`src/rtl/acc16_pkg.sv`:
```
package acc16_pkg;

   // Field positions inside a compute word; the layout is fixed by the encoding.
   localparam int OPC_BIT  = 15;
   localparam int SRC_BIT  = 12;
   localparam int FN_HI    = 11;
   localparam int FN_LO    = 6;
   localparam int DST_A    = 5;
   localparam int DST_D    = 4;
   localparam int DST_M    = 3;
   localparam int JMP_HI   = 2;

   typedef struct packed {
      logic       is_c;     // compute word
      logic       sel_mem;  // second operand from memory
      logic       zx;
      logic       nx;
      logic       zy;
      logic       ny;
      logic       add;
      logic       inv_o;
      logic       ld_a;
      logic       ld_d;
      logic       wr_m;
      logic [2:0] jsel;     // {neg, zero, pos}
   } ctrl_t;

endpackage

```
`src/rtl/acc16_decode.sv`:
```
module acc16_decode
   import acc16_pkg::*;
#(
   parameter int DW = 16
) (
   input  logic [DW-1:0] instr,
   output ctrl_t         ctrl
);
   logic [5:0] fn;
   logic       is_c;
   logic       unused_fixed;

   assign is_c         = instr[OPC_BIT];
   assign fn           = instr[FN_HI:FN_LO];
   assign unused_fixed = ^instr[OPC_BIT-1:SRC_BIT+1];

   always_comb begin
      ctrl.is_c    = is_c;
      ctrl.sel_mem = instr[SRC_BIT];
      ctrl.zx      = fn[5];
      ctrl.nx      = fn[4];
      ctrl.zy      = fn[3];
      ctrl.ny      = fn[2];
      ctrl.add     = fn[1];
      ctrl.inv_o   = fn[0];
      // destination and branch fields only count in compute words
      ctrl.ld_a    = is_c & instr[DST_A];
      ctrl.ld_d    = is_c & instr[DST_D];
      ctrl.wr_m    = is_c & instr[DST_M];
      ctrl.jsel    = is_c ? instr[JMP_HI:0] : 3'b000;
   end
endmodule

```
`src/rtl/acc16_alu.sv`:
```
module acc16_alu
   import acc16_pkg::*;
#(
   parameter int DW = 16
) (
   input  logic [DW-1:0] opx,
   input  logic [DW-1:0] opy,
   input  ctrl_t         ctrl,
   output logic [DW-1:0] res,
   output logic          neg,
   output logic          zero
);
   logic [DW-1:0] x_z, x_p, y_z, y_p, raw;

   always_comb begin
      x_z = ctrl.zx ? '0 : opx;
      x_p = ctrl.nx ? ~x_z : x_z;
      y_z = ctrl.zy ? '0 : opy;
      y_p = ctrl.ny ? ~y_z : y_z;
      raw = ctrl.add ? (x_p + y_p) : (x_p & y_p);
      res = ctrl.inv_o ? ~raw : raw;
   end

   assign neg  = res[DW-1];
   assign zero = (res == '0);
endmodule

```
`src/rtl/acc16_pc.sv`:
```
module acc16_pc #(
   parameter int AW = 15
) (
   input  logic          clk,
   input  logic          rst,
   input  logic [2:0]    jsel,
   input  logic          neg,
   input  logic          zero,
   input  logic [AW-1:0] target,
   output logic [AW-1:0] pc_q
);
   logic take;

   assign take = (jsel[2] & neg) | (jsel[1] & zero) | (jsel[0] & ~neg & ~zero);

   // priority: reset, then branch, then advance
   always_ff @(posedge clk) begin
      if (rst)       pc_q <= '0;
      else if (take) pc_q <= target;
      else           pc_q <= pc_q + 1'b1;
   end
endmodule

```
`src/rtl/acc16_core.sv`:
```
module acc16_core
   import acc16_pkg::*;
#(
   parameter int DW = 16,
   parameter int AW = 15
) (
   input  logic          clk,
   input  logic          rst,
   input  logic [DW-1:0] instr,
   input  logic [DW-1:0] mem_rdata,
   output logic [DW-1:0] mem_wdata,
   output logic          mem_we,
   output logic [AW-1:0] mem_addr,
   output logic [AW-1:0] pc_q
);
   localparam int IMM_W = DW - 1;

   generate
      if (DW != 16) begin : g_bad_dw
         $error("acc16_core: the word layout needs DW = 16");
      end
      if (AW > IMM_W || AW < 1) begin : g_bad_aw
         $error("acc16_core: AW must lie in 1..DW-1");
      end
   endgenerate

   ctrl_t         ctrl;
   logic [DW-1:0] a_q, d_q, opy, res;
   logic          neg, zero;

   acc16_decode #(.DW(DW)) u_dec (.instr(instr), .ctrl(ctrl));

   assign opy = ctrl.sel_mem ? mem_rdata : a_q;

   acc16_alu #(.DW(DW)) u_alu (
      .opx(d_q), .opy(opy), .ctrl(ctrl), .res(res), .neg(neg), .zero(zero)
   );

   acc16_pc #(.AW(AW)) u_pc (
      .clk(clk), .rst(rst), .jsel(ctrl.jsel), .neg(neg), .zero(zero),
      .target(a_q[AW-1:0]), .pc_q(pc_q)
   );

   always_ff @(posedge clk) begin
      if (rst)            a_q <= '0;
      else if (!ctrl.is_c) a_q <= {1'b0, instr[IMM_W-1:0]};
      else if (ctrl.ld_a) a_q <= res;
   end

   always_ff @(posedge clk) begin
      if (rst)            d_q <= '0;
      else if (ctrl.ld_d) d_q <= res;
   end

   assign mem_wdata = res;
   assign mem_we    = ctrl.wr_m & ~rst;
   assign mem_addr  = a_q[AW-1:0];
endmodule

```
`config.mk`:
```
export PLATFORM = sky130hd
export DESIGN_NAME = acc16_core
export DESIGN_NICKNAME = d
export VERILOG_FILES = /design/src/rtl/acc16_pkg.sv /design/src/rtl/acc16_decode.sv /design/src/rtl/acc16_alu.sv /design/src/rtl/acc16_pc.sv /design/src/rtl/acc16_core.sv
export SDC_FILE = /design/constraint.sdc
export NUM_CORES = 1
export LEC_CHECK = 0
export BUFFER_PORTS_ARGS = -buffer_cell sky130_fd_sc_hd__buf_2
export CORE_UTILIZATION = 55
export CTS_CLUSTER_DIAMETER = 100
export CTS_CLUSTER_SIZE = 10
export DETAILED_ROUTE_END_ITERATION = 12
export PLACE_DENSITY_LB_ADDON = 0.05
export SLEW_MARGIN = 0
export SYNTH_ARGS = -nofsm -noshare
export SYNTH_HDL_FRONTEND = slang
export SYNTH_SLANG_ARGS = --single-unit
```
`constraint.sdc`:
```
create_clock -name clk -period 9.65 [get_ports clk]
set_clock_uncertainty 0.2 [all_clocks]
set_input_delay 0.4825 -clock clk [delete_from_list [all_inputs] [get_ports clk]]
set_output_delay 0.4825 -clock clk [all_outputs]
set_load 0.01 [all_outputs]
```
==> flow_metrics.env <==
export IMPL_ant_nets=0
export IMPL_wl_per_cell_um=16.3
export IMPL_cts_tree="done"
export IMPL_synth_fa_ha_area_share_pct=5.27
export IMPL_dp_hpwl_um=8190
export IMPL_synth_most_common_cell="dfxtp_1"
export IMPL_firstDrtPassIters=4
export IMPL_num_vias=3829
export IMPL_worstMarginPinSlew_ns=1.07
export IMPL_drive_above_1_share_pct=23.2
export IMPL_antenna_found_initial=0
export IMPL_grt_total_usage_pct=27.2
export IMPL_cts_resized=0
export IMPL_core_area_mm2=0.00773
export IMPL_synthToLayoutAreaGrowth_pct=7.17
export IMPL_seq_area_frac_synth_pct=21.3
export IMPL_avgViaCountPerCell=5.64
export IMPL_placed_area_mm2=0.00463
export IMPL_max_slew_margin_pct=28.6
export IMPL_grt_setup_unrepaired="false"
export IMPL_yosysUniqueCellTypes=67
export IMPL_synth_seq_cells=47
export IMPL_synthXorXnorAreaFrac_pct=12.9
export IMPL_place_congestion=0.851
export IMPL_timing_final_crit_share_pct=50.4
export IMPL_drt_iter0_markers=180
export IMPL_slew_viol_final=0
export IMPL_syn_nets=592
export IMPL_tns_ns=0
export IMPL_cts_htree_levels=2
export IMPL_clk_latency_ns=0.30
export IMPL_yosys_area_top_type="dfxtp_1"
export IMPL_syn_inst=540
export IMPL_synth_simple_area_share_pct=25.8
export IMPL_num_rows=32
export IMPL_path_clk_slew_ns=0.09
export IMPL_fillers=740
export IMPL_n_antenna_cell=0
export IMPL_critPathRequiredTime_ns=9.61
export IMPL_final_min_clock_period_ns=4.86
export IMPL_cp_start_kind="primary input"
export IMPL_max_vdd_ir_drop_v=0.0000663
export IMPL_cts_buffer_depth=2
export IMPL_async_flop_share_pct=0
export IMPL_cts_sinks=47
export IMPL_syn_area_mm2=0.00442
export IMPL_synth_top_area_share_pct=21.3
export IMPL_initial_utilization_pct=57.1
export IMPL_die_h_um=91.6
export IMPL_design_die_area_mm2=0.00839
export IMPL_cp_end_kind="flip-flop"
export IMPL_grt_pass1_wl_um=18400
export IMPL_grt_overflow=0
export IMPL_placed_cells=671
export IMPL_cts_setup_buffers=0
export IMPL_syn_area_per_cell_um2=8.18
export IMPL_die_w_um=91.6
export IMPL_leakagePower_nw=2.02
export IMPL_nNetsFinal=628
export IMPL_fmax_mhz=206
export IMPL_synthMuxAreaShare_pct=9.12
export IMPL_crit_fanout=29
export IMPL_root_buffer="clkbuf_8"
export IMPL_synth_warnings=0
export IMPL_critPathKind="in2reg"
export IMPL_ys_flop_type="dfxtp_1"
export IMPL_pre_cts_slack_ns=4.44
export IMPL_synth_common_cells="47 x dfxtp_1, 44 x nor2_1, 42 x nand2_1, 42 x xnor2_1, 38 x mux2i_1"
export IMPL_grt_max_degree=50
export IMPL_cp_arrival_ns=4.82
export IMPL_hold_violations=0
export IMPL_cts_hold_buf=0
export IMPL_r2r_slack_ns=5.02
export IMPL_outcome="completed"
export IMPL_post_route_cell_area_mm2=0.00473
export IMPL_cts_buffers_inserted=5
export IMPL_hold_path_class="in2reg"
export IMPL_routed_wl_um=11100
export IMPL_setup_slack_ns=4.79
export IMPL_yosys_top_cells_area="dfxtp_1 21%, mux2i_1 8.6%, xnor2_1 8.3%"
export IMPL_synth_edf_count=0
export IMPL_pin_count=81
export IMPL_drc_errors=0
export IMPL_io_buffers=80
export IMPL_drv_cap=0
export IMPL_layout_cells_non_filler=679
export IMPL_first_global_vias=3622
export IMPL_synth_top_family_by_area="simple AND/OR/NAND/NOR gates"
export IMPL_synth_compound_area_share_pct=17.2
export IMPL_setup_viol=0
export IMPL_powerDensity_mw_per_mm2=154
registers in the layout, indices dropped and copies added (netlist names):
signal	cells
a_q	16
d_q	16
u_pc.pc_q	15
routing by layer:
metal  GRT usage [%]  share of wire (%)  vias up
met1            37.7                 48     1813
met5               0                  0        -
met3            3.10                3.4        5
met4            4.63               0.61        0
met2            45.7                 48       68
li1                -                  -     1943
logic make-up after synthesis:
logic type | count (synthesis)
and+or+nand+nor | 191
AOI/OAI and AO/OA | 115
buffers and inverters | 65
xor gates and xnor gates | 64
DFF | 47
muxes | 40
adders and majority gates | 18
cell type report:
cell class | count | area (µm²) | area share, %
tap | 102 | 128 | 2.70
multi-input combinational | 428 | 3100 | 65.6
timing repair buffer | 82 | 415 | 8.78
inverter | 12 | 45.0 | 0.952
clock inverter | 2 | 16.3 | 0.344
sequential | 47 | 941 | 19.9
clock buffer | 6 | 82.6 | 1.75
cell usage in the layout (no fill, tap or decap), types with 3 or more instances in the layout:
cell type / n
a211oi_1: 15
a21o_1: 4
a21oi_1: 32
a21oi_2: 3
a31oi_1: 6
and3_1: 8
buf_2: 80
clkbuf_8: 6
dfxtp_1: 47
ha_1: 17
inv_1: 9
mux2i_1: 38
nand2_1: 42
nand2b_1: 19
nand3_1: 10
nand4_1: 5
nor2_1: 44
nor2b_1: 9
nor3_1: 4
nor3_2: 14
nor3b_2: 14
o21ai_0: 16
o21ai_1: 13
o31ai_1: 3
or3_1: 8
xnor2_1: 42
xor2_1: 21
critical path, cell delays in order:
cell       delay, ns
buf_2           0.40
mux2i_1         0.25
nor2_1          0.07
xor2_1          0.15
ha_1            0.22
inv_1           0.07
fa_1            0.43
and2b_1         0.19
nor3_1          0.13
a21oi_1         0.07
xnor2_1         0.22
or3_1           0.37
a2111oi_1       0.45
nand4b_1        0.28
o41ai_4         0.37
buf_4           0.38
o21ai_0         0.12
nor3b_2         0.16
through the flow:
stage,utilization [%],hold WS [ns],power [W]
detailed placement,60.0,0.248,0.000601
global route,61.2,0.237,0.000783
floorplan,-,0.237,0.000517
global placement,60.0,0.243,0.000594
CTS,61.2,0.211,0.000732
finish,61.2,0.219,0.000729
report_power, final:
group	switching [W]	internal [W]
clock	0.0000723	0.0000587
combinational	0.000212	0.000153
sequential	0.0000185	0.000214
path summary, 6_finish.rpt:
kind | from | to | depth (start not counted)
max | instr[12] | u_pc.pc_q[8] | 18
min | instr[13] | a_q[13] | 3
max reg2reg | a_q[0] | u_pc.pc_q[8] | 17
min reg2reg | d_q[7] | d_q[7] | 2
(Power assumes the default switching activity.)
